## config.mk

```make
export PLATFORM = sky130hd
export DESIGN_NAME = smon_top
export DESIGN_NICKNAME = d
export VERILOG_FILES = /design/src/rtl/smon_pkg.sv /design/src/rtl/smon_rst_sync.sv /design/src/rtl/smon_deglitch.sv /design/src/rtl/smon_regs.sv /design/src/rtl/smon_aggregate.sv /design/src/rtl/smon_top.sv
export SDC_FILE = /design/constraint.sdc
export NUM_CORES = 1
export LEC_CHECK = 0
export BUFFER_PORTS_ARGS = -buffer_cell sky130_fd_sc_hd__buf_4
export CAP_MARGIN = 20
export CORE_AREA = 2 2 184 186
export CTS_BUF_LIST = sky130_fd_sc_hd__clkbuf_16
export CTS_CLUSTER_DIAMETER = 120
export CTS_CLUSTER_SIZE = 25
export DETAILED_ROUTE_END_ITERATION = 16
export DIE_AREA = 0 0 186 188
export RECOVER_POWER = 100
export SLEW_MARGIN = 20
export SYNTH_ARGS = -nofsm -noshare
export SYNTH_HDL_FRONTEND = slang
export SYNTH_HIERARCHICAL = 1
export SYNTH_SLANG_ARGS = --single-unit
```

## constraint.sdc

```tcl
create_clock -name clk -period 8.6 [get_ports clk]
set_input_delay 1.72 -clock clk [delete_from_list [all_inputs] [get_ports clk]]
set_output_delay 1.72 -clock clk [all_outputs]
set_load 0.05 [all_outputs]
```

## src/rtl/smon_pkg.sv

```systemverilog
package smon_pkg;
  localparam int NCH      = 10;
  localparam int ADDR_W   = 3;
  localparam int DATA_W   = 16;
  localparam int SEL_W    = 4;
  localparam int LO_N     = NCH / 2;
  localparam int HI_N     = NCH - LO_N;
  localparam int COARSE_N = 4;

  localparam logic [ADDR_W-1:0] ADR_ENABLE = 3'd0;
  localparam logic [ADDR_W-1:0] ADR_MASKLO = 3'd1;
  localparam logic [ADDR_W-1:0] ADR_MASKHI = 3'd2;
  localparam logic [ADDR_W-1:0] ADR_FSEL   = 3'd3;
  localparam logic [ADDR_W-1:0] ADR_STATUS = 3'd4;
  localparam logic [ADDR_W-1:0] ADR_COARSE = 3'd5;

  typedef logic [NCH-1:0] ch_vec_t;
endpackage

```

## src/rtl/smon_rst_sync.sv

```systemverilog
module smon_rst_sync #(
  parameter int STAGES = 2
) (
  input  logic clk,
  input  logic rst_n,
  output logic rst_sync_n
);
  logic [STAGES-1:0] chain_q;
  logic [STAGES-1:0] chain_d;

  always_comb begin
    chain_d = {chain_q[STAGES-2:0], 1'b1};
  end

  always_ff @(posedge clk or negedge rst_n) begin
    if (!rst_n) chain_q <= '0;
    else        chain_q <= chain_d;
  end

  assign rst_sync_n = chain_q[STAGES-1];
endmodule

```

## src/rtl/smon_deglitch.sv

```systemverilog
module smon_deglitch #(
  parameter int STEP        = 192,
  parameter int SYNC_STAGES = 2,
  parameter int SEL_W       = 4
) (
  input  logic             clk,
  input  logic             rst_n,
  input  logic             raw_i,
  input  logic [SEL_W-1:0] sel_i,
  output logic             filt_o
);
  localparam int MAX_LEN = ((1 << SEL_W) - 1) * STEP;
  localparam int CNT_W   = $clog2(MAX_LEN + 1);

  logic [SYNC_STAGES-1:0] sync_q, sync_d;
  logic                   sync_s;
  logic                   filt_q, filt_d, filt_en;
  logic [CNT_W-1:0]       cnt_q, cnt_d, limit;
  logic                   cnt_en, mismatch, reached;
  logic [CNT_W:0]         cnt_inc;

  always_comb begin
    sync_d = {sync_q[SYNC_STAGES-2:0], raw_i};
  end
  assign sync_s = sync_q[SYNC_STAGES-1];

  always_comb begin
    if (sel_i == '0) limit = CNT_W'(1);
    else             limit = CNT_W'(sel_i) * CNT_W'(STEP);
  end

  assign mismatch = (sync_s != filt_q);
  assign cnt_inc  = {1'b0, cnt_q} + 1'b1;
  assign reached  = (cnt_inc >= {1'b0, limit});

  always_comb begin
    filt_d  = filt_q;
    filt_en = 1'b0;
    cnt_d   = '0;
    cnt_en  = mismatch | (cnt_q != '0);
    if (mismatch) begin
      if (reached) begin
        filt_d  = sync_s;
        filt_en = 1'b1;
        cnt_d   = '0;
      end else begin
        cnt_d = cnt_inc[CNT_W-1:0];
      end
    end
  end

  always_ff @(posedge clk or negedge rst_n) begin
    if (!rst_n) begin
      sync_q <= '1;
      filt_q <= 1'b1;
      cnt_q  <= '0;
    end else begin
      sync_q <= sync_d;
      if (filt_en) filt_q <= filt_d;
      if (cnt_en)  cnt_q  <= cnt_d;
    end
  end

  assign filt_o = filt_q;

  // a new filtered value is always the value seen at the synchronizer
  a_r2_follows_sync: assert property (@(posedge clk) disable iff (!rst_n)
    (filt_q != $past(filt_q)) |-> (filt_q == $past(sync_s)));

  // agreement between synchronized input and output leaves the output alone
  a_r3_hold_on_match: assert property (@(posedge clk) disable iff (!rst_n)
    (sync_s == filt_q) |=> $stable(filt_q));

  // the count never reaches the ceiling window
  a_r3_cnt_bound: assert property (@(posedge clk) disable iff (!rst_n)
    cnt_q < CNT_W'(MAX_LEN));
endmodule

```

## src/rtl/smon_regs.sv

```systemverilog
module smon_regs
  import smon_pkg::*;
#(
  parameter ch_vec_t COARSE_SET = 10'h00F
) (
  input  logic              clk,
  input  logic              rst_n,
  input  logic              wr_i,
  input  logic [ADDR_W-1:0] addr_i,
  input  logic [DATA_W-1:0] wdata_i,
  input  ch_vec_t           filt_i,
  output logic [DATA_W-1:0] rdata_o,
  output ch_vec_t           en_o,
  output ch_vec_t           mask_o,
  output logic [SEL_W-1:0]  sel_o
);
  ch_vec_t          en_q, en_d;
  logic [LO_N-1:0]  mlo_q, mlo_d;
  logic [HI_N-1:0]  mhi_q, mhi_d;
  logic [SEL_W-1:0] sel_q, sel_d;
  logic             en_we, mlo_we, mhi_we, sel_we;
  ch_vec_t          status;

  assign en_we  = wr_i && (addr_i == ADR_ENABLE);
  assign mlo_we = wr_i && (addr_i == ADR_MASKLO);
  assign mhi_we = wr_i && (addr_i == ADR_MASKHI);
  assign sel_we = wr_i && (addr_i == ADR_FSEL);

  always_comb begin
    en_d  = wdata_i[NCH-1:0];
    mlo_d = wdata_i[LO_N-1:0];
    mhi_d = wdata_i[HI_N-1:0];
    sel_d = wdata_i[SEL_W-1:0];
  end

  always_ff @(posedge clk or negedge rst_n) begin
    if (!rst_n) begin
      en_q  <= COARSE_SET;
      mlo_q <= '1;
      mhi_q <= '1;
      sel_q <= '0;
    end else begin
      if (en_we)  en_q  <= en_d;
      if (mlo_we) mlo_q <= mlo_d;
      if (mhi_we) mhi_q <= mhi_d;
      if (sel_we) sel_q <= sel_d;
    end
  end

  assign status = filt_i | ~en_q;

  always_comb begin
    rdata_o = '0;
    case (addr_i)
      ADR_ENABLE: rdata_o[NCH-1:0]      = en_q;
      ADR_MASKLO: rdata_o[LO_N-1:0]     = mlo_q;
      ADR_MASKHI: rdata_o[HI_N-1:0]     = mhi_q;
      ADR_FSEL:   rdata_o[SEL_W-1:0]    = sel_q;
      ADR_STATUS: rdata_o[NCH-1:0]      = status;
      ADR_COARSE: rdata_o[COARSE_N-1:0] = filt_i[COARSE_N-1:0];
      default:    rdata_o = '0;
    endcase
  end

  assign en_o   = en_q;
  assign mask_o = {mhi_q, mlo_q};
  assign sel_o  = sel_q;

  // a disabled channel reads as in range
  a_r6_disabled_reads_good: assert property (@(posedge clk) disable iff (!rst_n)
    (addr_i == ADR_STATUS) |-> ((rdata_o[NCH-1:0] | en_q) == '1));
endmodule

```

## src/rtl/smon_aggregate.sv

```systemverilog
module smon_aggregate
  import smon_pkg::*;
(
  input  logic    clk,
  input  logic    rst_n,
  input  ch_vec_t en_i,
  input  ch_vec_t mask_i,
  input  ch_vec_t filt_i,
  output logic    err_o
);
  ch_vec_t fault;
  logic    err_q, err_d;

  always_comb begin
    fault = en_i & ~mask_i & ~filt_i;
    err_d = |fault;
  end

  always_ff @(posedge clk or negedge rst_n) begin
    if (!rst_n) err_q <= 1'b0;
    else        err_q <= err_d;
  end

  assign err_o = err_q;

  // all channels in range on the previous clock means no error now
  a_r4_in_range_quiet: assert property (@(posedge clk) disable iff (!rst_n)
    $past(&filt_i) |-> !err_q);

  // a fully masked set of channels never raises the error
  a_r5_masked_quiet: assert property (@(posedge clk) disable iff (!rst_n)
    $past(&mask_i) |-> !err_q);

  // with every channel disabled the error stays low
  a_r6_disabled_quiet: assert property (@(posedge clk) disable iff (!rst_n)
    ($past(en_i) == '0) |-> !err_q);
endmodule

```

## src/rtl/smon_top.sv

```systemverilog
module smon_top
  import smon_pkg::*;
#(
  parameter int      STEP_CYCLES = 192,
  parameter int      SYNC_STAGES = 2,
  parameter ch_vec_t COARSE_SET  = 10'h00F
) (
  input  logic              clk,
  input  logic              rst_n,
  input  logic [NCH-1:0]    pok_raw,
  input  logic              reg_wr,
  input  logic [ADDR_W-1:0] reg_addr,
  input  logic [DATA_W-1:0] reg_wdata,
  output logic [DATA_W-1:0] reg_rdata,
  output logic              vmon_err
);
  logic             rst_int_n;
  ch_vec_t          filt, en, mask;
  logic [SEL_W-1:0] sel;

  smon_rst_sync #(.STAGES(2)) u_rst (
    .clk(clk), .rst_n(rst_n), .rst_sync_n(rst_int_n)
  );

  for (genvar c = 0; c < NCH; c++) begin : g_ch
    smon_deglitch #(
      .STEP(STEP_CYCLES), .SYNC_STAGES(SYNC_STAGES), .SEL_W(SEL_W)
    ) u_flt (
      .clk(clk), .rst_n(rst_int_n), .raw_i(pok_raw[c]),
      .sel_i(sel), .filt_o(filt[c])
    );
  end

  smon_regs #(.COARSE_SET(COARSE_SET)) u_regs (
    .clk(clk), .rst_n(rst_int_n), .wr_i(reg_wr), .addr_i(reg_addr),
    .wdata_i(reg_wdata), .filt_i(filt), .rdata_o(reg_rdata),
    .en_o(en), .mask_o(mask), .sel_o(sel)
  );

  smon_aggregate u_agg (
    .clk(clk), .rst_n(rst_int_n), .en_i(en), .mask_i(mask),
    .filt_i(filt), .err_o(vmon_err)
  );

  // an error is only reported while some enabled channel is unmasked
  a_r4_needs_open_channel: assert property (@(posedge clk) disable iff (!rst_int_n)
    vmon_err |-> ($past(en & ~mask) != '0));
endmodule

```

# Word level (Yosys, flattened, before mapping)
# Cells that the tools add are included.
[totals]
register_bits = 177
input_bits = 32
out_inout_bits = 17
word_cells = 159
[classes]
addsub = 10
n_mul = 1
magnitude_cmp = 10
eq_ne = 15
mux = 44
bitwise_logic = 16
reduce_logical = 27
[op_table]
columns = ["op", "n"]
rows = [
  ["12-bit two-way mux", 21],
  ["12-bit by 1-bit adder with 13-bit output, second input constant", 10],
  ["13-bit by 12-bit greater-or-equal comparator with 1-bit output", 10],
  ["12-bit nonzero test", 10],
  ["10-bit inverter", 3],
  ["3-bit AND reduction", 10],
  ["4-bit one-hot mux with 6 select lines", 1],
  ["10-bit bitwise AND", 2],
  ["1-bit two-way mux", 20],
  ["1-bit != test", 10],
  ["1-bit bitwise OR", 10],
  ["10-bit bitwise OR", 1],
  ["5-bit one-hot mux with 2 select lines", 1],
  ["10-bit OR reduction", 1],
  ["3-bit by 2-bit == test with 1-bit output, second input constant", 2],
  ["3-bit == test, second input constant", 2],
  ["4-bit by 2-bit multiplier with 6-bit output, second input constant", 1],
  ["1-bit logical AND", 4],
  ["4-bit zero test", 1],
  ["1-bit one-hot mux with 4 select lines", 1],
  ["3-bit by 1-bit == test with 1-bit output, second input constant", 1],
  ["3-bit zero test", 1],
]

# Depth between registers and ports, before layout
# Gate-level depths: netlist of the first run.
[logic_depth]
word_depth = 6
ltp_mapped = 12
depth_no_buf = 11

# Modules after synthesis
# Netlist of the first run, hierarchy kept.
[modules_own_cells]
columns = ["module", "instances", "cells_per_inst", "area_each_um2", "seq_area_each_um2"]
rows = [
  ["smon_deglitch", 10, 122, 1138.6, 379.1],
  ["smon_regs", 1, 124, 1432.6, 618.1],
  ["smon_aggregate", 1, 17, 121.4, 25.0],
  ["smon_rst_sync", 1, 3, 53.8, 50.0],
]

# Worst setup path after synthesis of the first run
# Ideal clock, no wire load.
[synth_path]
path_type = "input to output"
startpoint = "input reg_addr[0]"
endpoint = "output reg_rdata[1]"
t_arrival_ns = 3.480
required_ns = 6.880
path_slack_ns = 3.400
path_stages = 4
path_buffers = 2
cell_sequence = "buf_2 buf_4 mux2i_1 a221oi_1"
[synth_between]
elab_chain_cells = 2
word_cells_on_any_way = 7
classes_between = "5 x eq/ne; 1 x mux; 1 x reduce/logical"
[synth_rtl]
columns = ["element", "line_no", "rtl"]
rows = [
  ["from (decl)", "smon_top.sv:12", "input logic [ADDR_W-1:0] reg_addr,"],
  ["3-bit == test, or another cell as far along", "smon_regs.sv:54", "case (addr_i)"],
  ["4-bit one-hot mux with 6 select lines *", "smon_regs.sv:54", ""],
  ["to (decl)", "smon_top.sv:14", "output logic [DATA_W-1:0] reg_rdata,"],
]
# Every way passes the cells marked *; elsewhere a longest branch is shown, timed or not.

# Worst setup path in the final report of the first run
[layout_path]
startpoint = "input reg_addr[2]"
endpoint = "output reg_rdata[2]"
# Same word-level chain as after synthesis.

==> results of run 1 <==
[routing by layer]
metal,track usage [%],up-vias
met1,21.41,4468
li1,-,4707
met2,25.62,108
met4,4.179,0
met5,0,-
met3,2.894,21
[flip-flops by register name, indices dropped and copies added (netlist names)]
signal,count
g_ch.u_flt/cnt_q,120
g_ch.u_flt/filt_o,10
u_regs/sel_o,4
u_regs/mlo_q,5
u_rst/chain_q,2
u_regs/mhi_q,5
u_agg/err_o,1
g_ch.u_flt/sync_q,20
u_regs/en_o,10
[area by class of cell]
cell class / count / share of cell area [%]
Multi-Input combinational cell: 1015 / 54.13
Timing Repair Buffer: 40 / 1.800
Tap cell: 448 / 4.052
Sequential cell: 177 / 32.44
Inverter: 124 / 3.365
Clock inverter: 15 / 1.140
Clock buffer: 17 / 3.076
[worst max path at each step]
stage,startpoint,to,slack [ns]
2_1_floorplan,u_rst/chain_q[1],g_ch[0].u_flt/cnt_q[0],3.38
3_3_place_gp,reg_addr[1],reg_rdata[2],3.97
3_5_place_dp,reg_addr[1],reg_rdata[2],3.96
4_1_cts,reg_addr[1],reg_rdata[2],3.96
5_1_grt,u_rst/chain_q[1],u_regs/sel_o[3],2.22
6_report,reg_addr[2],reg_rdata[2],3.35
[critical path, delay by kind of cell]
kind            cells  cell delay [ns]
buf+inv             2             1.10
compound gates      2             0.35
simple gates        1             0.34
[power breakdown]
group,internal (µW),switching [µW]
Sequential,983,210
Clock,431,351
Combinational,512,688
[Yosys cell counts (27+ instances only)]
library cell and n:
a21oi_1 53, nor2_1 92, xor2_1 70, dfstp_2 44
nor3_1 27, nand4_1 32, inv_1 124, nand2_1 136
a21o_1 30, ha_1 150, nor2b_1 53, nand3_1 42
dfrtp_1 133, xnor2_1 60
[placed cells by master (no fill, tap or decap), types with 15 or more instances in the layout]
cell type  instances
ha_1             150
nand2_1          136
dfrtp_1          131
inv_1            124
nor2_1            93
xor2_1            70
xnor2_1           60
a21oi_1           53
nor2b_1           53
nand3_1           42
dfstp_2           42
o21ai_0           33
nand4_1           32
a21o_1            30
o211ai_1          30
nor3_1            27
and3_1            22
nor4b_1           20
nor4_1            20
clkbuf_16         17
clkbuf_1          17
mux2_1            16
mux2_2            15
[metrics by stage]
| step | hold slack, ns | instance area [µm²] | total power, µW | utilization [%] | cells |
|---|---|---|---|---|---|
| CTS | 0.3446 | 14060 | 3273 | 42.45 | 1835 |
| floorplan | 0.3312 | 13010 | 2199 | - | 1369 |
| detailed placement | 0.3392 | 13470 | 2470 | 40.69 | 1803 |
| global route | 0.3585 | 13830 | 3467 | 41.77 | 1836 |
| global placement | 0.3381 | 13470 | 2433 | 40.69 | 1803 |
| finish | 0.3498 | 13830 | 3176 | 41.77 | 1836 |
[cell families after synthesis]
group	share of synthesized area, %
AND/OR/NAND/NOR	18.83
AO/OA/AOI/OAI	11.30
flip-flops	34.51
buffers and inverters	6.664
adder cells (fa/ha/maj)	15.98
XOR/XNOR	8.763
multiplexers	3.890
other	0.05780
==> flow_summary.ini, run 1 <==
[run_status]
status = finished, violations left
violations = capacitance limit, slew limit

[global_route]
grt_usage_pct = 15.74
grt_max_degree = 70
grt_pass1_wl_um = 44910
grt_pass1_vias = 9237
gr-total-overflow = 0
antenna_found_initial = 0

[drt]
routed_wl_um = 26020
routed.top_layer = met4
met2WireLength_um = 12140
wl_met1_um = 12670
avgRoutedWirePerCell_um = 14.17
num_vias = 9304
drc = 0
firstDrtPassIters = 7
dr_wl_met3_um = 875
vias_per_cell = 5.068
drtIter0Drc = 526
ant_nets = 0

[clock_network]
clkSlewWorstSetupHoldPaths_ns = 0.08
postCtsSetupRepairBufs = 0
clock_path_buffers = 2
htreeDepth = 4
root_buffer = clkbuf_16
tritoncts = done
cts.sinks = 177
holdBufCountCts = 0
clk_latency_ns = 0.44
cts_buffers = 17
cts_resized = 0

[worst_hold_path]
hold_path_class = flop to flop
min_path_cells = 0
hold_end = g_ch[0].u_flt/sync_q[1]
hold_path_startpoint = g_ch[0].u_flt/sync_q[0]

[synth]
synth_enable_flop_cells = 0
synthTopCellsByArea = dfrtp_1 (26%), ha_1 (14%), dfstp_2 (8.9%)
yosysTopAreaCell = dfrtp_1
syn_area_per_cell_um2 = 9.526
yosysWarnings = 6
synth_cell_type_count = 51
yosysTopAreaCellShare_pct = 25.61
ys.flop_type = dfrtp_1
yosysSeqAreaShare_pct = 34.51
synth-seq-cells = 177
async_flop_share_pct = 100.0
synthesis.area_um2 = 12990
syn_inst = 1364

[critical_path]
r2r_setup_slack_ns = 3.46
timing.rr.end = u_regs/sel_o[3]
worstSetupEndpointType = output port
worstPathArrival_ns = 3.53
reg2reg_depth = 1
slowest_stage = clkbuf_1
max_stage_delay_ns = 0.59
crit_top_cell = clkbuf_1
r2r-start = u_rst/chain_q[1]
crit_type = input pin to output port
path_max_fanout = 16
required_ns = 6.88
cp-start-kind = input pin
crit_chain = clkbuf_1 -> nor2b_1 -> a221o_1 -> o311a_1 -> clkbuf_1

[power]
power-per-cell-area_nw_per_um2 = 229.6
leakagePower_uw = 0.006802
peakVddDrop_v = 0.0001568

[timing]
max_freq_mhz = 190.6
worst_slack_ns = 3.353
hold_viol = 0
finalSetupViolCount = 0
min_period_ns = 5.247
slew_viol_final = 223
period_share_pct = 61.01
max_slew_margin_pct = -140.4
grt_setup_unrepaired = false
fin_setup_tns_ns = 0
worst_pin_slew_ns = 3.606
finClkSkew_ns = 0.01371

[placement]
dp_slack_ns = 3.958
dp.final_hpwl_um = 19160
numPortBuffers = 36
gp_congestion = 0.8120

[layout]
nets = 1567
fill_cells = 3259
diodes = 0
area_growth_pct = 6.451
multi_input_area_um2 = 7487
layout-drive-gt1-share_pct = 8.646
ff_latch_area_um2 = 4487

[floorplanning]
coreArea_um2 = 33110
rows = 67
dieArea_um2 = 34970
die_w_um = 186
io_pins = 49
die_h_um = 188
start_util_pct = 39.24

[run]
drv_cap = 4
Power figures use the tool's default switching activity.
==> run 2, diff against run 1 <==
Clock period 8.6 ns to 4.58 ns, I/O delays scaled along.
==> run 2 against run 1 <==
Effect of this change:
- the run still ends with capacitance limit, slew limit left
- routed wire length increased by 0.47%
- sequential power increased by 91%
- via count decreased by 0.34%
- critical path depth increased by 5
- final area increased by 0.20%
- largest cell class unchanged
- hold slack got worse by 0.10 ns
==> flow_summary.ini, run 2 (synthesis gave the netlist of run 1 again) <==
[layout]
area_growth_pct = 6.663
layout_commonest_cell = ha_1
stdcell_area_um2 = 13860
largest_register_ffs = 120
layout_common_cells = ha_1 (150), nand2_1 (136), dfrtp_1 (130)
nets = 1567
fill_cells = 3266
layout-drive-gt1-share_pct = 9.438
top_register = g_ch.u_flt/cnt_q
top_regs = g_ch.u_flt/cnt_q (120), g_ch.u_flt/sync_q (20)

[clock_network]
clkSlewWorstSetupHoldPaths_ns = 0.07
clock_path_buffers = 2
postCtsSetupRepairBufs = 0
htreeDepth = 4
cts_buffers = 17
clk_latency_ns = 0.44
cts_resized = 0
tritoncts = done
cts.sinks = 177
holdBufCountCts = 0
root_buffer = clkbuf_16

[timing]
hold_viol = 0
max_freq_mhz = 262.4
max_slew_margin_pct = -41.10
slew_viol_final = 53
worst_pin_slew_ns = 2.116
finClkSkew_ns = 0.01261
min_period_ns = 3.811
finalSetupViolCount = 0
grt_setup_unrepaired = false
period_share_pct = 83.21
fin_setup_tns_ns = 0

[critical_path]
worstPathArrival_ns = 4.18
cp-start-kind = flop
required_ns = 4.95
reg2reg_depth = 10
crit_family = compound AO/OA/AOI/OAI gates
crit_chain = inv_1 -> ha_1 -> nand2_1 -> inv_1 -> ha_1 -> nor4b_1 -> o211ai_1 -> a2111oi_0 -> o211ai_2 -> o21ba_1
r2r_setup_slack_ns = 0.77
worst-path-buf-inv = 2
slowest_stage = dfrtp_2
crit_type = flop to flop
path_max_fanout = 42
cp.depth = 10
timing.rr.end = g_ch[9].u_flt/cnt_q[5]
r2r-start = u_regs/sel_o[2]
worstSetupEndpointType = flop
max_stage_delay_ns = 1.02

[global_route]
grt_max_degree = 54
antenna_found_initial = 2
grt_pass1_wl_um = 44670
grt_pass1_vias = 9275
grt_usage_pct = 15.72
gr-total-overflow = 0

[drt]
routed_wl_um = 26140
vias_per_cell = 5.047
drc = 0
num_vias = 9272
firstDrtPassIters = 4
ant_nets = 0
drtIter0Drc = 372
avgRoutedWirePerCell_um = 14.23

[power]
peakVddDrop_v = 0.0002184
power-per-cell-area_nw_per_um2 = 428.0
leakagePower_uw = 0.006835
finalPower_uw = 5932

[run_status]
status = finished, violations left
violations = capacitance limit, slew limit

[floorplanning]
dieArea_um2 = 34970
die_h_um = 188
coreArea_um2 = 33110
io_pins = 49
start_util_pct = 39.24
die_w_um = 186
rows = 67

[placement]
placed_area_um2 = 13480
gp_congestion = 0.8058
numPortBuffers = 36
dp.final_hpwl_um = 19520

[run]
drv_cap = 1

[worst_hold_path]
hold_path_class = input pin to async pin
[run 2: worst max path at each step]
stage	slack (ns)	startpoint	end
4_1_cts	1.02	u_regs/sel_o[2]	g_ch[5].u_flt/cnt_q[5]
5_1_grt	0.35	u_regs/sel_o[2]	g_ch[0].u_flt/cnt_q[0]
6_report	0.77	u_regs/sel_o[2]	g_ch[9].u_flt/cnt_q[5]
2_1_floorplan	0.96	u_regs/sel_o[1]	reg_rdata[1]
3_5_place_dp	1.03	u_regs/sel_o[2]	g_ch[5].u_flt/cnt_q[5]
3_3_place_gp	1.11	u_regs/sel_o[1]	g_ch[3].u_flt/cnt_q[5]
[run 2: area by class of cell]
type / count / area (µm²) / share of cell area (%)
antenna: 1 / 2.502 / 0.01806
clock buffer: 17 / 425.4 / 3.069
clock inverter: 15 / 145.1 / 1.047
inverter: 124 / 465.4 / 3.358
multi-input combinational: 1015 / 7526 / 54.30
sequential: 177 / 4488 / 32.38
tap: 448 / 560.5 / 4.044
timing repair buffer: 40 / 246.5 / 1.778
[run 2: metal layers]
layer | share of wire [%] | GRT usage, %
met1 | 49 | 20.86
met2 | 47 | 26.04
met3 | 2.1 | 2.797
met4 | 1.3 | 4.724
met5 | 0.050 | 0
[run 2: where the power goes]
group          internal, µW  switching [µW]
clock                   800             637
sequential             1850             424
combinational           958            1260
[run 2: per-stage QoR]
step                cells  hold WS (ns)  utilization [%]  worst slack, ns
global placement     1804        0.3424            40.71            1.110
detailed placement   1804        0.3371            40.71            1.032
CTS                  1836        0.2181            42.43            1.016
global route         1836        0.2279            41.85           0.3502
finish               1837        0.2449            41.86           0.7692
floorplan            1369        0.3311                -           0.9554
